`src/rtl/svm_ring_pkg.sv`:
```
package svm_ring_pkg;

    typedef enum logic [1:0] {
        ST_IDLE = 2'd0,
        ST_ACC  = 2'd1,
        ST_UPD  = 2'd2,
        ST_CHK  = 2'd3
    } ring_state_e;

    // distance from b forward to a on a ring of m positions
    function automatic int ring_offset(int a, int b, int m);
        return (a >= b) ? (a - b) : (a + m - b);
    endfunction

endpackage

```
`src/rtl/svm_ring_loader.sv`:
```
module svm_ring_loader #(
    parameter int M  = 4,
    parameter int IW = 2
) (
    input  logic          clk,
    input  logic          rst,
    input  logic          load_valid,
    input  logic          busy,
    output logic [M-1:0]  row_we,
    output logic [IW-1:0] col
);
    typedef struct packed {
        logic [IW-1:0] row;
        logic [IW-1:0] col;
    } ld_state_t;

    ld_state_t r_q, r_d;
    logic      take;

    assign take = load_valid && !busy;

    always_comb begin
        r_d = r_q;
        if (take) begin
            if (r_q.col == IW'(M - 1)) begin
                r_d.col = '0;
                r_d.row = (r_q.row == IW'(M - 1)) ? '0 : r_q.row + 1'b1;
            end else begin
                r_d.col = r_q.col + 1'b1;
            end
        end
    end

    always_ff @(posedge clk) begin
        if (rst) r_q <= '0;
        else     r_q <= r_d;
    end

    for (genvar gi = 0; gi < M; gi++) begin : g_sel
        assign row_we[gi] = take && (r_q.row == IW'(gi));
    end

    assign col = r_q.col;

    a_r2_one_row: assert property (@(posedge clk) disable iff (rst)
        $onehot0(row_we));
    a_r9_no_write_busy: assert property (@(posedge clk) disable iff (rst)
        busy |-> (row_we == '0));

endmodule

```
`src/rtl/svm_ring_ctrl.sv`:
```
module svm_ring_ctrl
    import svm_ring_pkg::*;
#(
    parameter int M        = 4,
    parameter int IW       = 2,
    parameter int MAX_ITER = 64
) (
    input  logic          clk,
    input  logic          rst,
    input  logic          start,
    input  logic          all_eq,
    output logic          clear,
    output logic          acc_en,
    output logic          upd_en,
    output logic [IW-1:0] raddr,
    output logic          busy,
    output logic          converged,
    output logic          aborted
);
    localparam int ITW = $clog2(MAX_ITER + 1);

    typedef struct packed {
        ring_state_e    state;
        logic [IW-1:0]  step;
        logic [IW-1:0]  raddr;
        logic [ITW-1:0] iter;
        logic           conv;
        logic           abrt;
    } ctrl_state_t;

    ctrl_state_t r_q, r_d;

    always_comb begin
        r_d      = r_q;
        r_d.conv = 1'b0;
        r_d.abrt = 1'b0;
        clear    = 1'b0;
        unique case (r_q.state)
            ST_IDLE: begin
                if (start) begin
                    r_d.state = ST_ACC;
                    r_d.step  = '0;
                    r_d.raddr = '0;
                    r_d.iter  = '0;
                    clear     = 1'b1;
                end
            end
            ST_ACC: begin
                r_d.step  = r_q.step + 1'b1;
                // shared read address walks downward while alphas move forward
                r_d.raddr = (r_q.raddr == '0) ? IW'(M - 1) : r_q.raddr - 1'b1;
                if (r_q.step == IW'(M - 1)) r_d.state = ST_UPD;
            end
            ST_UPD: begin
                r_d.state = ST_CHK;
                r_d.iter  = r_q.iter + 1'b1;
            end
            ST_CHK: begin
                if (all_eq) begin
                    r_d.state = ST_IDLE;
                    r_d.conv  = 1'b1;
                end else if (r_q.iter == ITW'(MAX_ITER)) begin
                    r_d.state = ST_IDLE;
                    r_d.abrt  = 1'b1;
                end else begin
                    r_d.state = ST_ACC;
                    r_d.step  = '0;
                    r_d.raddr = '0;
                    clear     = 1'b1;
                end
            end
            default: r_d.state = ST_IDLE;
        endcase
    end

    always_ff @(posedge clk) begin
        if (rst) begin
            r_q       <= '0;
            r_q.state <= ST_IDLE;
        end else begin
            r_q <= r_d;
        end
    end

    assign acc_en    = (r_q.state == ST_ACC);
    assign upd_en    = (r_q.state == ST_UPD);
    assign raddr     = r_q.raddr;
    assign busy      = (r_q.state != ST_IDLE);
    assign converged = r_q.conv;
    assign aborted   = r_q.abrt;

    a_r6_single_pulse: assert property (@(posedge clk) disable iff (rst)
        converged |=> !converged);
    a_r7_single_abort: assert property (@(posedge clk) disable iff (rst)
        aborted |=> !aborted);
    a_r5_idle_at_end: assert property (@(posedge clk) disable iff (rst)
        (converged || aborted) |-> !busy);
    a_r5_upd_follows_acc: assert property (@(posedge clk) disable iff (rst)
        (r_q.state == ST_UPD) |-> ($past(r_q.state) == ST_ACC));

endmodule

```
`src/rtl/svm_ring_pe.sv`:
```
module svm_ring_pe
    import svm_ring_pkg::*;
#(
    parameter int M          = 4,
    parameter int IDX        = 0,
    parameter int IW         = 2,
    parameter int KW         = 8,
    parameter int KF         = 6,
    parameter int AW         = 8,
    parameter int AF         = 4,
    parameter int BW         = 16,
    parameter int STEP_SHIFT = 1
) (
    input  logic                 clk,
    input  logic                 rst,
    input  logic                 wr_en,
    input  logic [IW-1:0]        wr_col,
    input  logic [KW-1:0]        wr_data,
    input  logic [IW-1:0]        raddr,
    input  logic                 clear,
    input  logic                 acc_en,
    input  logic                 upd_en,
    input  logic [AW-1:0]        circ_in,
    input  logic                 label,
    input  logic signed [BW-1:0] bias,
    input  logic [AW-1:0]        c_max,
    output logic [AW-1:0]        circ_out,
    output logic [AW-1:0]        alpha,
    output logic                 same
);
    localparam int PW   = KW + AW + 1;
    localparam int ACCW = PW + IW + 1;
    localparam int GW   = ((ACCW > BW) ? ACCW : BW) + 2;
    localparam int SH   = KF + STEP_SHIFT;
    localparam logic signed [GW-1:0] ONE = GW'(1) <<< (KF + AF);

    typedef struct packed {
        logic signed [ACCW-1:0] acc;
        logic [AW-1:0]          circ;
        logic [AW-1:0]          alpha;
        logic [AW-1:0]          prev;
    } pe_state_t;

    pe_state_t r_q, r_d;

    logic signed [KW-1:0] row_mem [M];
    logic signed [KW-1:0] kval;
    logic [IW-1:0]        waddr;

    // row stored rotated: column IDX lands at address 0
    assign waddr = IW'(ring_offset(int'(wr_col), IDX, M));

    always_ff @(posedge clk) begin
        if (wr_en) row_mem[waddr] <= wr_data;
    end

    assign kval = row_mem[raddr];

    logic signed [PW-1:0] prod;
    logic signed [GW-1:0] accx, bterm, grad, delta, cand, cbound;
    logic [AW-1:0]        nv;

    always_comb begin
        prod   = kval * $signed({1'b0, r_q.circ});
        accx   = {{(GW-ACCW){r_q.acc[ACCW-1]}}, r_q.acc};
        bterm  = {{(GW-BW){bias[BW-1]}}, bias};
        grad   = accx - ONE + (label ? bterm : -bterm);
        // fixed-position shift: the step is pure wiring of upper bits
        delta  = grad >>> SH;
        cand   = $signed({{(GW-AW){1'b0}}, r_q.alpha}) - delta;
        cbound = $signed({{(GW-AW){1'b0}}, c_max});
        if (cand < 0)           nv = '0;
        else if (cand > cbound) nv = c_max;
        else                    nv = cand[AW-1:0];

        r_d = r_q;
        if (clear) begin
            r_d.acc  = '0;
            r_d.circ = r_q.alpha;
        end else if (acc_en) begin
            r_d.acc  = r_q.acc + {{(ACCW-PW){prod[PW-1]}}, prod};
            r_d.circ = circ_in;
        end
        if (upd_en) begin
            r_d.prev  = r_q.alpha;
            r_d.alpha = nv;
        end
    end

    always_ff @(posedge clk) begin
        if (rst) r_q <= '0;
        else     r_q <= r_d;
    end

    assign circ_out = r_q.circ;
    assign alpha    = r_q.alpha;
    assign same     = (r_q.alpha == r_q.prev);

    a_r4_in_box: assert property (@(posedge clk) disable iff (rst)
        ($past(upd_en) && !$past(rst)) |-> (r_q.alpha <= $past(c_max)));
    a_r9_hold_alpha: assert property (@(posedge clk) disable iff (rst)
        (!$past(upd_en) && !$past(rst)) |-> $stable(r_q.alpha));
    a_r3_no_acc_when_idle: assert property (@(posedge clk) disable iff (rst)
        (!$past(acc_en) && !$past(clear) && !$past(rst)) |-> $stable(r_q.acc));

endmodule

```
`src/rtl/svm_ring_update.sv`:
```
module svm_ring_update #(
    parameter int M          = 4,
    parameter int KW         = 8,
    parameter int KF         = 6,
    parameter int AW         = 8,
    parameter int AF         = 4,
    parameter int BW         = 16,
    parameter int STEP_SHIFT = 1,
    parameter int MAX_ITER   = 64
) (
    input  logic                 clk,
    input  logic                 rst,
    input  logic                 load_valid,
    input  logic [KW-1:0]        load_data,
    input  logic                 start,
    input  logic signed [BW-1:0] bias,
    input  logic [M-1:0]         labels,
    input  logic [AW-1:0]        c_max,
    output logic [M*AW-1:0]      alpha_flat,
    output logic                 busy,
    output logic                 converged,
    output logic                 aborted
);
    localparam int IW = (M > 1) ? $clog2(M) : 1;

    logic [M-1:0]  row_we;
    logic [IW-1:0] wr_col;
    logic [IW-1:0] raddr;
    logic          clear, acc_en, upd_en, all_eq;
    logic [M-1:0]  same;
    logic [AW-1:0] circ  [M];
    logic [AW-1:0] alpha [M];

    svm_ring_loader #(.M(M), .IW(IW)) u_loader (
        .clk        (clk),
        .rst        (rst),
        .load_valid (load_valid),
        .busy       (busy),
        .row_we     (row_we),
        .col        (wr_col)
    );

    svm_ring_ctrl #(.M(M), .IW(IW), .MAX_ITER(MAX_ITER)) u_ctrl (
        .clk       (clk),
        .rst       (rst),
        .start     (start),
        .all_eq    (all_eq),
        .clear     (clear),
        .acc_en    (acc_en),
        .upd_en    (upd_en),
        .raddr     (raddr),
        .busy      (busy),
        .converged (converged),
        .aborted   (aborted)
    );

    for (genvar gi = 0; gi < M; gi++) begin : g_pe
        localparam int PREV = (gi + M - 1) % M;
        svm_ring_pe #(
            .M(M), .IDX(gi), .IW(IW), .KW(KW), .KF(KF),
            .AW(AW), .AF(AF), .BW(BW), .STEP_SHIFT(STEP_SHIFT)
        ) u_pe (
            .clk      (clk),
            .rst      (rst),
            .wr_en    (row_we[gi]),
            .wr_col   (wr_col),
            .wr_data  (load_data),
            .raddr    (raddr),
            .clear    (clear),
            .acc_en   (acc_en),
            .upd_en   (upd_en),
            .circ_in  (circ[PREV]),
            .label    (labels[gi]),
            .bias     (bias),
            .c_max    (c_max),
            .circ_out (circ[gi]),
            .alpha    (alpha[gi]),
            .same     (same[gi])
        );
        assign alpha_flat[gi*AW +: AW] = alpha[gi];
    end

    assign all_eq = &same;

endmodule

```
`config.mk`:
```
export PLATFORM = sky130hd
export DESIGN_NAME = svm_ring_update
export DESIGN_NICKNAME = d
export VERILOG_FILES = /design/src/rtl/svm_ring_pkg.sv /design/src/rtl/svm_ring_loader.sv /design/src/rtl/svm_ring_ctrl.sv /design/src/rtl/svm_ring_pe.sv /design/src/rtl/svm_ring_update.sv
export SDC_FILE = /design/constraint.sdc
export NUM_CORES = 2
export LEC_CHECK = 0
export ABC_CLOCK_PERIOD_IN_PS = 19750
export BUFFER_PORTS_ARGS = -buffer_cell sky130_fd_sc_hd__clkbuf_2
export CAP_MARGIN = 10
export CORE_MARGIN = 5
export CORE_UTILIZATION = 69
export DETAILED_ROUTE_END_ITERATION = 12
export GPL_ROUTABILITY_DRIVEN = 0
export PLACE_DENSITY = 0.84
export SETUP_SLACK_MARGIN = 0.3
export SLEW_MARGIN = 30
export SYNTH_ARGS = -nofsm -noshare
export SYNTH_HDL_FRONTEND = slang
export SYNTH_SLANG_ARGS = --single-unit
```
`constraint.sdc`:
```
create_clock -name clk -period 19.75 [get_ports clk]
set_clock_uncertainty 0.2 [all_clocks]
set_input_delay 4.9375 -clock clk [delete_from_list [all_inputs] [get_ports clk]]
set_output_delay 4.9375 -clock clk [all_outputs]
set_load 0.005 [all_outputs]
```
==> impl_summary.md <==
Setup path
The peak per-stage delay on the critical path is 650 ps. Of all nets on the critical path, the largest fanout is 6. The critical path data required time is 19980 ps. The reg-to-reg endpoint is g_pe[1].u_pe.accx[19]. The number of cells on the worst reg-to-reg path is 29. At the worst endpoint, the arrival time is 12310 ps. Setup slack on the worst reg-to-reg path comes out at 11040 ps. The cell repeated most along the worst path is sky130_fd_sc_hd__ha_1. By startpoint and endpoint, the worst setup path is classified as input port to register. The worst-path cell with the longest stage delay is sky130_fd_sc_hd__nor3b_1. The type of destination of the critical path is a register. The launching element type of the critical path is an input port.

Drt
The mean routed wirelength per cell is 19.26 µm. The routed wire length is 83830 µm. For this run, design rule violations remaining after detail routing come to 0. The count of TritonRoute iterations in the first routing pass is 8. The via-per-instance ratio is 6.122. The count of nets left with antenna violations once routing finished came out at 0. Across all layers, the routed design uses 26.65k vias. The initial detailed-routing violation count is roughly 2k.

STA
In the final timing run, aggregate negative setup slack is 0 ps. The number of failing hold endpoints at the final stage is 0. Setup violations remaining at the end of the flow were counted as 0. The max-slew violation count was 0. The final critical path takes up 61.15% of the cycle. The post-layout minimum cycle time is 12080 ps.

The tightest slew margin relative to the limit is 31.35%. For the pin with the worst max-slew slack, the measured transition is 1022 ps. Setup repair after global routing left no endpoint under its margin. The achievable frequency is 82.80 MHz.

Layout
The register area is between 7000 and 8000 µm². The area growth from synthesis to layout is 5.556%. The net count of the finished layout is 4397. The number of fill cells in the layout is 3395. The antenna cell count is 0.

The footprint of the multi-input gates is approximately 23000 µm². The share of layout cells above drive strength 1 is ~6.6%.

Global routing
The wire length of the first global-routing pass is 135100 µm. Summed over all layers, the global routing overflow is 0. Global routing used 31.56% of the available tracks across all layers.

The largest net degree at the start of global routing is between 60 and 70. The initial antenna violation count is 1. The via count of the first global-routing pass is 26.03k.

Synthesis
The number of distinct standard cells referenced by the synthesized netlist is 89. The post-synthesis cell area is 33280 µm². In this run, synthesis produced a sequential element count of 325. The basic-gate share of the synthesized area counting and, or, nand and nor cells is 15.43%. The share of synthesized flip-flops with an asynchronous set or reset is 0%.

The sequential element share of the synthesized area is between 20% and 30%. The largest area contributor in the netlist is sky130_fd_sc_hd__ha_1. The prevailing post-synth register cell is sky130_fd_sc_hd__dfxtp_1.

The number of nets in the synthesized netlist is between 4k and 5k. The area share of fa/ha/maj cells after synthesis is 27.81%. The mean instance size in the synthesized netlist is roughly 8.9 µm².

For this run, the number of Yosys warnings is 0. Yosys attributes the largest share of cell area to sky130_fd_sc_hd__ha_1, sky130_fd_sc_hd__dfxtp_1, sky130_fd_sc_hd__edfxtp_1. The number of enable flip-flop cells after synthesis is 128. The parity-gate share of the synthesized area counting xor and xnor cells is 6.737%.

The multiplexer area fraction after synthesis is 6.365%. The post-synthesis compound-gate area fraction is about an eighth. The dominant combinational cell family by area after synthesis is adder cells. The fraction of post-synthesis cell area in the top cell type by area is 18.42%. The post-synthesis instance total is between 3k and 4k.

CTS
The source-to-sink clock delay at the later pin of the worst-skew pair is 580 ps. After clock tree synthesis, the setup repair step added 0 buffers. The number of hold buffers added after cts is 0.

After clock tree synthesis, the clock-pin slew on the worst setup and hold paths is about 60 ps. The maximum number of buffers from clock root to sink is 3. The H-tree was split into 2 levels. After clock tree synthesis, the repair step resized 0 gates.

The total number of clock tree sinks is 325. The buffer cell driving the clock tree root is sky130_fd_sc_hd__clkbuf_16. The clock tree from TritonCTS is done. The clock buffer count from CTS is 38.

Die
The die outline area is roughly 53000 µm². In this run the horizontal extent of the chip is 229.6 µm. The number of top-level design ports is 75. The initial utilization of the core area, before any placement, comes to 69.70%. The floorplan has 80 rows. The height of the chip is 229.6 µm. The core box area is 47750 µm².

Worst hold path
The path with the worst hold slack has its endpoint at u_loader.r_q[3]. The path category of the worst min-delay check is register to register. The worst hold path passes through 2 cells. The worst hold path begins at u_loader.r_q[3].

Place
The number of buffers added on ports is 74. Summed over all nets, the half-perimeter wirelength after detailed placement is approximately 64000 µm.

Status
The flow ran to the end, and the final reports show no timing, DRC or antenna violations.

Flow run
Max-cap violations in this run came to 0.
==> metrics by stage <==
step	util, %	area (µm²)	hold WS, ps	setup slack [ps]	std cells
floorplan	-	33280	250.0	8502	3737
global placement	70.88	33840	264.7	7559	4286
detailed placement	70.89	33850	287.6	7323	4286
CTS	73.57	35130	296.3	7884	4353
global route	73.58	35130	318.2	7092	4353
finish	73.58	35130	298.4	7672	4353
==> synthesized netlist by cell type, types with 34 or more instances <==
cell type	instances
sky130_fd_sc_hd__inv_1	486
sky130_fd_sc_hd__o21ai_0	88
sky130_fd_sc_hd__nor2_1	356
sky130_fd_sc_hd__and3_1	34
sky130_fd_sc_hd__o21a_1	36
sky130_fd_sc_hd__a211oi_1	63
sky130_fd_sc_hd__dfxtp_1	197
sky130_fd_sc_hd__a21oi_1	183
sky130_fd_sc_hd__nand2_1	223
sky130_fd_sc_hd__clkbuf_1	71
sky130_fd_sc_hd__xor2_1	76
sky130_fd_sc_hd__ha_1	490
sky130_fd_sc_hd__nor3_1	50
sky130_fd_sc_hd__mux2i_1	134
sky130_fd_sc_hd__a21o_1	60
sky130_fd_sc_hd__xnor2_1	180
sky130_fd_sc_hd__and2_1	154
sky130_fd_sc_hd__nand3_1	52
sky130_fd_sc_hd__o21bai_1	41
sky130_fd_sc_hd__edfxtp_1	128
sky130_fd_sc_hd__fa_1	156
sky130_fd_sc_hd__buf_1	48
==> area by class of cell <==
class | count | area share (%)
clock buffer | 45 | 2.896
clock inverter | 22 | 0.7515
inverter | 487 | 5.204
multi-input combinational | 2769 | 65.39
sequential | 325 | 22.17
tap | 615 | 2.190
timing repair buffer | 90 | 1.396
==> worst max-delay path by stage <==
stage             from  slack (ps)                    end  cells after the start
6_report       bias[0]        7670  g_pe[3].u_pe.alpha[4]                     32
5_1_grt        bias[0]        7090  g_pe[1].u_pe.alpha[4]                     29
2_1_floorplan  bias[0]        8500  g_pe[1].u_pe.alpha[0]                     28
4_1_cts        bias[0]        7880  g_pe[3].u_pe.alpha[4]                     32
3_5_place_dp   bias[0]        7320  g_pe[3].u_pe.alpha[4]                     32
3_3_place_gp   bias[0]        7560  g_pe[3].u_pe.alpha[7]                     32
==> worst max-delay path: cells and delay by family <==
| family | cells | cell delay [ps] |
|---|---|---|
| AND/OR/NAND/NOR | 9 | 2720 |
| multiplexers | 1 | 210 |
| adder cells (fa/ha/maj) | 5 | 1470 |
| XOR/XNOR | 2 | 360 |
| buffers and inverters | 3 | 290 |
| AO/OA/AOI/OAI | 12 | 2320 |
==> routing by layer <==
metal	part of all wire, %	GRT usage, %	wire length (µm)	vias to the layer above
li1	-	-	-	12680
met4	4.6	12.37	3851	0
met1	42	41.11	34920	12790
met3	7.2	4.682	6008	226
met5	0	0	0	-
met2	47	53.26	39050	948
==> cell families after synthesis <==
group / Yosys count
compound gates: 635
fa+ha+maj: 646
flops: 325
mux: 174
buf+inv: 643
xor+xnor: 256
simple gates: 1058
==> flip-flops by register name, indices dropped and copies added (netlist names), named ones only <==
register	cells
g_pe.u_pe.circ_out	32
g_pe.u_pe.alpha	32
u_ctrl.aborted	1
g_pe.u_pe.accx	80
g_pe.u_pe.r_q	32
u_loader.r_q	2
g_pe.u_pe.row_mem	128
u_ctrl.raddr	2
u_loader.col	2
u_ctrl.converged	1
u_ctrl.r_q	11
==> placed cells by master (no fill, tap or decap), types with 10 or more instances in the layout <==
cell type and count:
sky130_fd_sc_hd__inv_1 486, sky130_fd_sc_hd__and3_1 34, sky130_fd_sc_hd__nand2b_1 30, sky130_fd_sc_hd__buf_4 16, sky130_fd_sc_hd__o21ai_1 18, sky130_fd_sc_hd__a211oi_1 62
sky130_fd_sc_hd__clkbuf_2 73, sky130_fd_sc_hd__nand4_1 26, sky130_fd_sc_hd__a21o_1 59, sky130_fd_sc_hd__o21a_1 36, sky130_fd_sc_hd__edfxtp_1 128, sky130_fd_sc_hd__a21oi_1 183
sky130_fd_sc_hd__nor2b_1 32, sky130_fd_sc_hd__nand2_1 223, sky130_fd_sc_hd__mux4_2 28, sky130_fd_sc_hd__o31ai_1 10, sky130_fd_sc_hd__xnor2_1 180, sky130_fd_sc_hd__o21ai_0 88
sky130_fd_sc_hd__nand3_1 52, sky130_fd_sc_hd__o22ai_1 10, sky130_fd_sc_hd__and2_1 154, sky130_fd_sc_hd__nor3_1 50, sky130_fd_sc_hd__ha_1 488, sky130_fd_sc_hd__dfxtp_1 196
sky130_fd_sc_hd__nor3b_1 16, sky130_fd_sc_hd__clkbuf_16 38, sky130_fd_sc_hd__mux2_2 11, sky130_fd_sc_hd__xor2_1 76, sky130_fd_sc_hd__mux2i_1 134, sky130_fd_sc_hd__or2_2 23
sky130_fd_sc_hd__fa_1 156, sky130_fd_sc_hd__or3_1 18, sky130_fd_sc_hd__nor4_1 11, sky130_fd_sc_hd__nor2_1 356, sky130_fd_sc_hd__o21bai_1 41, sky130_fd_sc_hd__a31oi_1 15
Power is left out: the tool's default activity adds up to more than one toggle a clock period on the data nets, which glitch-free logic cannot reach.
